[config.mk]
export PLATFORM = sky130hd
export DESIGN_NAME = wdt_two_stage
export DESIGN_NICKNAME = d
export VERILOG_FILES = /design/src/rtl/wdt_two_stage.sv
export SDC_FILE = /design/constraint.sdc
export NUM_CORES = 1
export LEC_CHECK = 0
export ABC_AREA = 0
export BUFFER_PORTS_ARGS = -buffer_cell sky130_fd_sc_hd__buf_2
export CAP_MARGIN = 20
export CORE_MARGIN = 1.5
export CORE_UTILIZATION = 62
export CTS_CLUSTER_SIZE = 14
export DETAILED_ROUTE_END_ITERATION = 8
export GPL_ROUTABILITY_DRIVEN = 0
export GPL_TIMING_DRIVEN = 0
export PLACE_DENSITY = 0.88
export SETUP_SLACK_MARGIN = 0.2
export SLEW_MARGIN = 0
export SYNTH_ARGS = -nofsm -noshare
export SYNTH_HDL_FRONTEND = slang
export SYNTH_SLANG_ARGS = --single-unit
export TNS_END_PERCENT = 1
[constraint.sdc]
create_clock -name clk -period 2.96 [get_ports clk]
set_input_delay 0.444 -clock clk [delete_from_list [all_inputs] [get_ports clk]]
set_output_delay 0.444 -clock clk [all_outputs]
set_load 0.01 [all_outputs]
[src/rtl/wdt_two_stage.sv]
module wdt_two_stage #(
  parameter int TICK_DIV = 30_000_000,
  parameter int AW       = 5
) (
  input  logic          clk,
  input  logic          rst_n,
  input  logic          bus_wr,
  input  logic          bus_rd,
  input  logic [AW-1:0] bus_addr,
  input  logic [15:0]   bus_wdata,
  output logic [15:0]   bus_rdata,
  output logic          bus_rvalid,
  output logic          reset_req,
  output logic          first_expiry
);
  localparam int PW = (TICK_DIV > 1) ? $clog2(TICK_DIV) : 1;
  localparam int CW = 10;
  localparam logic [CW-1:0] MIN_INIT  = CW'(4);
  localparam logic [AW-1:0] A_RLD   = AW'(8'h00);
  localparam logic [AW-1:0] A_STAT1 = AW'(8'h04);
  localparam logic [AW-1:0] A_STAT2 = AW'(8'h06);
  localparam logic [AW-1:0] A_CTRL  = AW'(8'h08);
  localparam logic [AW-1:0] A_INIT  = AW'(8'h12);

  logic [PW-1:0] pre;
  logic [CW-1:0] cnt, init_v;
  logic halt, noreboot, flip, to1, to2, boot;

  wire wr_rld   = bus_wr && bus_addr == A_RLD;
  wire wr_stat1 = bus_wr && bus_addr == A_STAT1;
  wire wr_stat2 = bus_wr && bus_addr == A_STAT2;
  wire wr_ctrl  = bus_wr && bus_addr == A_CTRL;
  wire wr_init  = bus_wr && bus_addr == A_INIT;

  wire tick   = !halt && pre == PW'(TICK_DIV - 1);
  wire expire = tick && cnt <= CW'(1) && !wr_rld;
  wire first  = expire && !to1;
  wire second = expire && to1;

  wire unused_wdata = ^{bus_wdata[15:12], bus_wdata[10]};

  always_ff @(posedge clk or negedge rst_n)
    if (!rst_n)                      pre <= '0;
    else if (halt || wr_rld || tick) pre <= '0;
    else                             pre <= pre + PW'(1);

  always_ff @(posedge clk or negedge rst_n)
    if (!rst_n)                cnt <= MIN_INIT;
    else if (wr_rld || expire) cnt <= init_v;
    else if (tick)             cnt <= cnt - CW'(1);

  always_ff @(posedge clk or negedge rst_n)
    if (!rst_n) begin
      halt     <= 1'b1;
      noreboot <= 1'b1;
      flip     <= 1'b0;
    end else if (wr_ctrl) begin
      halt     <= bus_wdata[11];
      noreboot <= bus_wdata[0];
      flip     <= flip ^ bus_wdata[8];
    end

  always_ff @(posedge clk or negedge rst_n)
    if (!rst_n)                                   init_v <= MIN_INIT;
    else if (wr_init && bus_wdata[CW-1:0] >= MIN_INIT) init_v <= bus_wdata[CW-1:0];

  always_ff @(posedge clk or negedge rst_n)
    if (!rst_n)                         to1 <= 1'b0;
    else if (first)                     to1 <= 1'b1;
    else if (wr_stat1 && bus_wdata[3])  to1 <= 1'b0;

  always_ff @(posedge clk or negedge rst_n)
    if (!rst_n)                         to2 <= 1'b0;
    else if (second)                    to2 <= 1'b1;
    else if (wr_stat2 && bus_wdata[1])  to2 <= 1'b0;

  always_ff @(posedge clk or negedge rst_n)
    if (!rst_n)                         boot <= 1'b0;
    else if (second && !noreboot)       boot <= 1'b1;
    else if (wr_stat2 && bus_wdata[2])  boot <= 1'b0;

  always_ff @(posedge clk or negedge rst_n)
    if (!rst_n) begin
      reset_req    <= 1'b0;
      first_expiry <= 1'b0;
    end else begin
      reset_req    <= second && !noreboot;
      first_expiry <= first;
    end

  logic [15:0] rd_mux;
  always_comb
    case (bus_addr)
      A_RLD:   rd_mux = {6'b0, cnt};
      A_STAT1: rd_mux = {12'b0, to1, 3'b0};
      A_STAT2: rd_mux = {13'b0, boot, to2, 1'b0};
      A_CTRL:  rd_mux = {4'b0, halt, 2'b0, flip, 7'b0, noreboot};
      A_INIT:  rd_mux = {6'b0, init_v};
      default: rd_mux = '0;
    endcase

  always_ff @(posedge clk or negedge rst_n)
    if (!rst_n) begin
      bus_rdata  <= '0;
      bus_rvalid <= 1'b0;
    end else begin
      bus_rdata  <= bus_rd ? rd_mux : '0;
      bus_rvalid <= bus_rd;
    end
endmodule

### Yosys cells after proc, flatten, opt, wreduce, memory -nomap -nowiden

Cells that the tools add are included.

| operators by class | value |
|---|---|
| add/sub/neg operators | 2 |
| $lt $le $gt $ge | 2 |
| equality and inequality tests | 5 |
| mux-type cells | 11 |
| bitwise logic cells | 1 |
| reductions and logical operators | 27 |

Operator list:

| cell | count |
|---|---|
| $pmux W12 S5 | 1 |
| $add A25 B1 Y25 const B | 1 |
| $eq A25 B25 Y1 const B | 1 |
| $mux W25 | 1 |
| $mux W10 | 2 |
| $mux W16 | 1 |
| $logic_and A1 B1 Y1 | 15 |
| $eq A5 B3 Y1 const B | 2 |
| $ge A10 B3 Y1 const B | 1 |
| $le A10 B1 Y1 const B | 1 |
| $sub A10 B1 Y10 const B | 1 |
| $reduce_bool A2 Y1 | 4 |
| $mux W1 | 6 |
| $eq A5 B4 Y1 const B | 1 |
| $eq A5 B5 Y1 const B | 1 |
| $logic_not A5 Y1 | 1 |
| $logic_not A1 Y1 | 4 |
| $logic_or A1 B1 Y1 | 3 |
| $xor A1 B1 Y1 | 1 |

| word-level totals | value |
|---|---|
| register bits after elaboration | 70 |
| input bits | 25 |
| output and inout bits | 19 |
| word-level logic and storage cells | 61 |

### Longest topological paths before layout

Gate-level depths: netlist of run 1.

| logic depth | value |
|---|---|
| depth in word-level cells | 7 |
| gate-level depth with buffers | 7 |
| depth with buffers taken out | 6 |

### Worst setup path before layout of run 1

No wires, ideal clock.

| path | value |
|---|---|
| kind | register to register |
| start point | register cnt[0] |
| end point | register cnt[9] |
| library setup time | 0.120 ns |
| arrival time | 1.823 ns |
| data required time | 2.840 ns |
| slack | 1.017 ns |
| cell stages (with the launch flop) | 7 |
| buffers on the path | 0 |
| period minus slack after synthesis | 1.943 ns |
| cells stage by stage | dfrtp_1 > inv_1 > ha_1 > o2111ai_1 > o21ai_0 > a211o_1 > o211a_1 |

| on the way | value |
|---|---|
| longest elaborated chain between the ends | 5 |
| elaborated cells between the ends (all ways) | 8 |
| those cells by class | add/sub (1); order compare (1); mux (2); reduce/logical (4) |

Ends and longest elaborated chain:

| element | RTL line | source |
|---|---|---|
| start, declared | 26 | `logic [CW-1:0] cnt, init_v;` |
| start signal, assigned | 49 | `else if (wr_rld \|\| expire) cnt <= init_v;` |
| start signal, assigned | 50 | `else if (tick) cnt <= cnt - CW'(1);` |
| $le A10 B1 Y1 | 36 | `wire expire = tick && cnt <= CW'(1) && !wr_rld;` |
| $logic_and A1 B1 Y1 (2 in a row) | 36 |  |
| $logic_or A1 B1 Y1 | 49 |  |
| $mux W10 or $reduce_bool A2 Y1 (tied branches) | - |  |

Parallel ways exist; a longest one is shown, timed or not. The select of a mux whose other input is x is not followed.
A chain may end at the register's enable or synchronous reset.

### Final worst setup path of run 1

Ends and elaborated chain as after synthesis.

==> impl.org, run 1 <==
** STA
- The final number of max-transition violations is 0.
- Hold Vio Cnt, Final :: 0
- Setup repair after global routing left no endpoint under its margin.
- The worst path needs 2.33 ns of the cycle, external delays included.
- Setup violators final :: 0
- In the finished design, the share of the clock period the worst path needs comes to 0.786.
- Peak clock frequency supported by timing :: 0.430 GHz
- Adding up every negative setup slack in the final design gives 0 ns.
- Between clock sinks in the finished design, the worst skew comes to 0.00938 ns.
- At the pin with the least slew margin, the transition time is 0.833 ns.
- Worst slew margin :: 0.444

** Synth
- Number of enable flip-flop cells after synthesis :: 0
- Ys flop type :: dfrtp_1
- Counting flops and latches in the post-synthesis netlist gives 65.
- Of all flip-flops after synthesis, the portion carrying an async set or reset was 1.00.
- The cell area that synthesis handed to floorplanning was 3320 um2.
- Synthesized netlist cell count :: 316
- Yosys mapped the design onto 55 distinct sky130hd cell types.
- The average instance in the mapped netlist occupies 10.5 um2.
- For this run, the number of Yosys warnings is 0.
- Of the synthesized area, sequential elements account for 0.492.

** Power
- Share of total power in the clock network :: 0.293
- Summed over all cells, the static leakage comes to 1.76 nW.
- The share of total power dissipated in sequential elements is 0.535.
- Across the VDD grid, the largest voltage drop is 377 uV.
- P per Cell Area :: 583 nW/um2
- Net switching power figure :: 693 uW
- Of the total power, the share spent switching nets is 0.315.
- Relative contribution of combinational cells to total power :: 0.172
- Cell internal power was estimated by the tool at 1.51 mW.

** Clocking
- Clock latency reported for the late side of the worst-skew pair :: 0.35 ns
- TritonCTS built the clock tree.
- Buffers inserted by post-CTS timing repair :: 0
- The H-tree generated during clock tree synthesis spans 3 levels.
- Clock slew at the register clock pins of the worst setup and hold paths :: 0.07 ns
- After clock tree synthesis, the repair step resized 0 gates.
- The clock passes through at most 2 buffers.
- For this design, the CTS-stage hold fixing added 0 buffers.
- Clk root buf :: clkbuf_8
- For this design, the sink count on the clock tree is 65.
- The number of clock buffers added by TritonCTS is 9.

** Cells and area
- Growth of design area from synthesis to finish :: 13.8%
- The top cell types in the final layout, fill and taps aside, are 61 x dfrtp_1, 43 x nor2_1, 32 x buf_2, 20 x nand3_1, 17 x nand2_1.
- After the last flow step, the layout net total stands at 394.
- Of the cells placed in the final design, the portion with a size suffix greater than 1 is 0.238.
- Final core occ :: 0.734
- Commonest non-fill, non-tap cell in the layout :: dfrtp_1
- The layout has 371 filler cells.
- The repair_antennas step left the layout with diodes totalling 0.

** Route
- The final layout contains routed wiring with a total length of 7890 um.
- The highest metal layer carrying signal wires in the routed design is met4.
- Routed Antenna Nets :: 0
- Detail-routed net length per standard cell :: 17.9 um
- Wire length the detailed router placed on met1 :: 3330 um
- After detailed routing, the met2 layer carries 3860 um of wire.
- Routed wire length on met3 :: 543 um
- Vias after detailed routing :: 2732
- In this run, the number of DRC markers left after iteration 0 of detailed routing was 220.
- Number of vias per cell :: 6.21
- The first detailed-routing pass ran for 5 iterations.
- Drc violations :: 0

** Floorplanning
- Core Area :: 5140 um2
- Starting utilization of the core area :: 0.645
- In this run the vertical extent of the chip is 76.1 um.
- Overall die area :: 5800 um2
- Die width :: 76.1 um
- # rows :: 26
- Total I/O pin count :: 44

** Placed design
- Buffers placed on the I/O ports in this run total 32.
- The wire-length estimate of the detail-placed layout is 5270 um.

** Worst setup path
- In this run the worst path has a maximum fanout of 9.
- Data required time at the worst endpoint :: 3.20 ns
- The startpoint identified for the worst register-to-register timing path is cnt[0].
- Nature of the critical path endpoint :: flop
- R2r endpoint :: cnt[9]
- Kind of critical path :: flop to flop
- Setup slack, reg-to-reg :: 0.63 ns
- The worst setup path is launched from a flop.
- The number of cells on the worst reg-to-reg path is 6.
- Data arrives at the worst endpoint at 2.57 ns.

** Global routing
- Across every metal layer, demand over resource in global routing totals 0.288.
- The number of global-route vias before repair is 2651.
- First-pass GRT wire length :: 12900 um
- Initial antenna violation count :: 0
- Entering global routing, the biggest net connects 35 pins.
- Total congestion overflow after global routing :: 0

** Flow run
- Number of max-cap violations :: 0

** Status
- The run finished with clean final reports.

** Hold path
- Hold Path Class :: primary input to asynchronous set/reset pin
-- stage by stage --
step	hold WS (ns)	total power, mW	std cells	setup slack [ns]	instance area (um2)
2_1_floorplan	0.148	1.41	320	1.02	3330
3_3_place_gp	0.450	1.52	422	0.651	3580
3_5_place_dp	0.460	1.55	423	0.610	3600
4_1_cts	0.188	2.20	438	0.705	3760
5_1_grt	0.245	2.30	440	0.559	3770
6_report	0.164	2.20	440	0.634	3770
-- layout make-up --
cell class,instances,area (um2),share of cell area
buffer,19,116,0.0308
clock buffer,11,141,0.0375
clock inverter,4,20.0,0.00530
inverter,9,33.8,0.00895
multi-input combinational,227,1550,0.410
sequential,65,1630,0.432
tap,70,87.6,0.0232
timing repair buffer,35,195,0.0517
-- cell usage after synthesis (all sizes together), types with 3 or more instances --
cell type / number / area (um2)
clkbuf: 8 / 30.0
nand4: 13 / 81.3
nand3: 20 / 100
inv: 9 / 33.8
nand2: 17 / 63.8
ha: 3 / 37.5
xor2: 16 / 140
a21oi: 4 / 23.8
and3: 8 / 50.1
o21ai: 6 / 30.0
or3: 3 / 18.8
mux2: 12 / 135
dfrtp: 61 / 1530
nor3: 8 / 40.0
buf: 11 / 86.3
and4: 6 / 52.6
xnor2: 8 / 70.1
nor2: 43 / 161
a22oi: 8 / 60.1
dfstp: 4 / 105
nor4: 7 / 77.6
a211o: 3 / 26.3
a211oi: 3 / 27.5
-- worst max-delay path by stage --
stage                      from      endpoint  cells past startpoint
floorplan                cnt[0]        cnt[9]                      6
global placement    bus_addr[4]  bus_rdata[0]                      5
detailed placement  bus_addr[4]  bus_rdata[0]                      5
CTS                      cnt[0]        cnt[9]                      6
global route             cnt[0]        cnt[9]                      6
finish                   cnt[0]        cnt[9]                      6
-- cells by family after synthesis --
kind of cell,after synthesis,share of synthesized area
AO/OA/AOI/OAI,44,0.108
XOR/XNOR,24,0.0634
multiplexers,13,0.0438
adder cells (fa/ha/maj),3,0.0113
flip-flops,65,0.492
buffers and inverters,28,0.0453
AND/OR/NAND/NOR,138,0.235
other,1,0.00113
-- power groups by stage --
| stage | registers [mW] | clock network [mW] | logic [mW] |
|---|---|---|---|
| floorplan | 1.14 | 0 | 0.278 |
| global placement | 1.17 | 0 | 0.348 |
| detailed placement | 1.18 | 0 | 0.372 |
| CTS | 1.17 | 0.654 | 0.375 |
| global route | 1.19 | 0.688 | 0.422 |
| finish | 1.18 | 0.646 | 0.378 |
-- critical path: stages, from the launching register on --
cell       delay (ns)
dfrtp_1          0.44
inv_1            0.11
ha_1             0.30
o2111ai_1        0.71
o21ai_0          0.22
a211o_1          0.33
o211a_1          0.10
-- registers in the layout, summed over array words and instances, names as in the netlist --
signal and count:
to2 1, bus_rvalid 1, cnt 10, boot 1
halt 1, first_expiry 1, to1 1, init_v 10
flip 1, bus_rdata 11, pre 25, noreboot 1
reset_req 1
-- metal layers --
metal | up-vias | global-route usage
li1 | 1241 | -
met1 | 1339 | 0.379
met3 | 15 | 0.0455
met5 | - | 0
met4 | 0 | 0.144
met2 | 137 | 0.467
Power figures use the tool's default switching activity.
==> inputs of run 2 (changes only) <==
--- a/config.mk
+++ b/config.mk
@@ -5,16 +5,16 @@
 export SDC_FILE = /design/constraint.sdc
 export NUM_CORES = 1
 export LEC_CHECK = 0
-export ABC_AREA = 0
+export ABC_AREA = 1
 export BUFFER_PORTS_ARGS = -buffer_cell sky130_fd_sc_hd__buf_2
 export CAP_MARGIN = 20
 export CORE_MARGIN = 1.5
-export CORE_UTILIZATION = 62
+export CORE_UTILIZATION = 58
 export CTS_CLUSTER_SIZE = 14
 export DETAILED_ROUTE_END_ITERATION = 8
 export GPL_ROUTABILITY_DRIVEN = 0
 export GPL_TIMING_DRIVEN = 0
-export PLACE_DENSITY = 0.88
+export PLACE_DENSITY = 0.83
 export SETUP_SLACK_MARGIN = 0.2
 export SLEW_MARGIN = 0
 export SYNTH_ARGS = -nofsm -noshare
==> constraint.sdc (replaced) <==
create_clock -name clk -period 2.4 [get_ports clk]
set_input_delay 0.36 -clock clk [delete_from_list [all_inputs] [get_ports clk]]
set_output_delay 0.36 -clock clk [all_outputs]
set_load 0.01 [all_outputs]
==> run 2 against run 1 <==
Against the previous run:
- combinational power increased by 1%
- synthesized cell count increased by 47%
- core utilization decreased by 4.5 points
- critical path type unchanged
- critical endpoint unchanged
- largest cell class unchanged
- highest routed layer unchanged
==> impl.org, run 2 <==
** Floorplanning
- Total I/O pin count :: 44
- Row generation in the floorplan step produced 28 rows.
- Starting utilization of the core area :: 0.601
- The die is 81.4 um wide.
- The core region is 5920 um2.
- The die covers 6620 um2.
- Vertical extent of the die :: 81.4 um

** STA
- Final cycle utilization of the critical path :: 0.748
- Worst slew margin :: 0.460
- Static timing analysis puts the maximum clock frequency at 0.557 GHz.
- The final number of max-transition violations is 0.
- Setup Total Neg Slack :: 0 ns
- Transition at the pin with the smallest max-transition slack :: 0.810 ns
- Setup violators final :: 0
- Hold Vio Cnt, Final :: 0
- Final critical path time including I/O delays and setup :: 1.79 ns
- Once routing completed, OpenROAD measured the worst setup slack at 0.606 ns.
- The clock arrives with 0.00859 ns of skew.
- Setup repair after global routing left no endpoint under its margin.

** Route
- Wires add up to 8140 um.
- In the final routed layout, each cell accounts on average for 13.8 um.
- Routed Antenna Nets :: 0
- First-iteration detailed-routing DRC count :: 390
- Detailed routing inserted a total of 3165 vias.
- First-pass iteration count of the detailed router :: 6
- In the routed design, unresolved DRC markers number 0.
- Number of vias per cell :: 5.35

** Worst setup path
- In this run the critical register-to-register path is captured at cnt[9].
- In this run the worst path has a maximum fanout of 10.
- Data required time at the worst endpoint :: 2.62 ns
- The worst register-to-register path has a setup slack of 0.61 ns.
- The number of cells on the worst reg-to-reg path is 10.
- STA classifies the critical path startpoint as a flop.
- Kind of critical path :: flop to flop
- Origin of the worst setup path :: pre[0]
- Data arrives at the worst endpoint at 2.02 ns.
- The signal on the critical path passes through ha_1 -> nand2_2 -> nor2_8 -> nand3_2 -> nor2_2 -> nand3_2 -> nand2_2 -> nand2_1 -> nand3_1 -> nand2_1.
- Crit path largest cell delay :: 0.37 ns
- For this design, the slowest cell found on the critical path is dfrtp_1.
- The worst setup path is captured at a flop.
- The worst register-to-register path begins at pre[0].

** Cells and area
- Count of filler cells inserted in the layout :: 480
- Count of antenna diodes in the layout :: 0
- Relative to the synthesized area, the layout overhead comes to 14.6%.
- The top cell types in the final layout, fill and taps aside, are 110 x nand2_1, 70 x nor2_1, 61 x dfrtp_1, 52 x inv_1, 45 x nand3_1.
- Multi-input gate area :: 1610 um2
- Leaving out fill and tap cells, the most frequent cell in the layout is nand2_1.
- Total non-filler cell area in the finished layout :: 4080 um2
- In the final layout, the share of cells above drive strength 1 is 0.172.
- pre holds more flip-flops than any other register.
- Number of flip-flops in the largest register :: 25
- NumNets Final :: 540
- For this run, the number of standard cells in the final layout without fillers is 592.
- Measured on the finished design, the core utilization comes to 0.689.
- Sequential cell area :: 1630 um2
- The largest registers in the layout are pre (25), bus_rdata (11).

** Clocking
- Longest Clk Path Bufs :: 2
- Clock slew at the register clock pins of the worst setup and hold paths :: 0.07 ns
- The clock reaches the later pin of the worst-skew pair after 0.33 ns.
- Clock tree synthesis selected as its root buffer the cell clkbuf_8.
- TritonCTS clock tree :: done
- The tree built by TritonCTS fans out to 65 sinks.
- After clock tree synthesis, the setup repair step added 0 buffers.
- Count of instances resized after the clock tree is built :: 0
- Total CTS buffers :: 9
- CTS built an H-tree with a depth of 3.
- Post-CTS Hold Buffers :: 0

** Power
- Across the VDD grid, the largest voltage drop is 476 uV.
- For this design the ratio of total power to cell area is 691 nW/um2.
- Summed over all cells, the static leakage comes to 2.03 nW.

** Synth
- Area fraction of the dominant cell type after synthesis :: 0.429
- In this run, synthesis produced a sequential element count of 65.
- Cell with the most instances after synthesis :: nand2_1
- In the synthesized netlist the async set-or-reset flop fraction comes to 1.00.
- During synthesis, Yosys emitted a total of 0 warnings.
- Ys flop type :: dfrtp_1
- Total standard cell area after synthesis :: 3560 um2
- The largest total area in the synthesized netlist belongs to dfrtp_1.
- Most numerous cell types in the synthesized netlist :: 110 x nand2_1, 70 x nor2_1, 61 x dfrtp_1
- Sequential element share of the synthesized area :: 0.458
- After synthesis, the mean cell area works out to 7.67 um2.
- Synthesis handed over a netlist of 464 instances.
- By area the synthesized netlist is led by dfrtp_1 43%, nand2_1 12%, nor2_1 7.4%.
- After synthesis, the netlist uses 31 different library cells.
- Number of enable flip-flop cells after synthesis :: 0

** Global routing
- First-pass GRT wire length :: 13500 um
- Summed over all layers, the global routing overflow is 0.
- Largest net degree at the start of global routing :: 66
- The number of global-route vias before repair came to 2968.
- Initial antenna violation count :: 0
- In the global route stage, overall resource usage came out at 0.269.

** Flow run
- Number of max-cap violations :: 0

** Status
- Status :: complete, no violations

** Placed design
- Cell area after placement :: 3840 um2
- Post-DP HPWL :: 5890 um
- OpenSTA, run right after detailed placement, puts the worst setup slack at 0.641 ns.
- The count of buffers added on input and output ports is 33.
- Including well taps, the total number of placed cells is 576.

** Hold path
- Hold Path Class :: primary input to asynchronous set/reset pin
## run 2: changes by cell type after synthesis, moves of 8 or more
cell,delta
a22oi_1,-8
inv_2,+8
nor3_1,+13
nor2_1,+27
nand2_1,+93
nand3_1,+25
a21oi_1,+13
and3_1,-8
mux2_2,-12
inv_1,+43
## run 2: routing by layer
| metal | routed length (um) | vias to the layer above | global-route usage | share of wire |
|---|---|---|---|---|
| met4 | 155 | 0 | 0.0948 | 0.019 |
| met3 | 513 | 18 | 0.0427 | 0.063 |
| met2 | 3740 | 123 | 0.413 | 0.46 |
| met5 | 0 | - | 0 | 0 |
| li1 | - | 1564 | - | - |
| met1 | 3730 | 1460 | 0.384 | 0.46 |
## run 2: where the power goes
part           internal (mW)  total (mW)  switching, mW
clock                  0.718        1.15          0.431
sequential              1.20        1.29         0.0881
combinational          0.144       0.382          0.239
## run 2: worst max-delay path by stage
stage	end	slack, ns	cells after the start
floorplan	pre[20]	0.86	11
global placement	cnt[9]	0.67	10
detailed placement	cnt[9]	0.64	10
CTS	cnt[9]	0.60	10
global route	cnt[9]	0.45	10
finish	cnt[9]	0.61	10
## run 2: area by class of cell
class / instances / share of cell area
buffer: 14 / 0.0267
clock buffer: 11 / 0.0346
clock inverter: 5 / 0.0251
inverter: 60 / 0.0552
multi-input combinational: 329 / 0.395
sequential: 65 / 0.400
tap: 75 / 0.0230
timing repair buffer: 33 / 0.0411
## run 2: stage by stage
step	total power [mW]	hold WS [ns]
final	2.82	0.120
after global routing	2.94	0.179
after CTS	2.81	0.148
after detailed placement	1.68	0.451
after global placement	1.66	0.446
after floorplan	1.55	0.0644
## run 2: kinds of logic after synthesis
kind of cell    synth area share
buf+inv                   0.0938
compound gates            0.0471
simple gates               0.338
fa+ha+maj                 0.0105
xor+xnor                  0.0516
flops                      0.458
other cells              0.00105
## run 2: worst max-delay path, delay by kind of cell (launching register included)
kind	cells	cell delay [ns]
adder cells (fa/ha/maj)	1	0.23
flip-flops	1	0.37
AND/OR/NAND/NOR	9	1.06
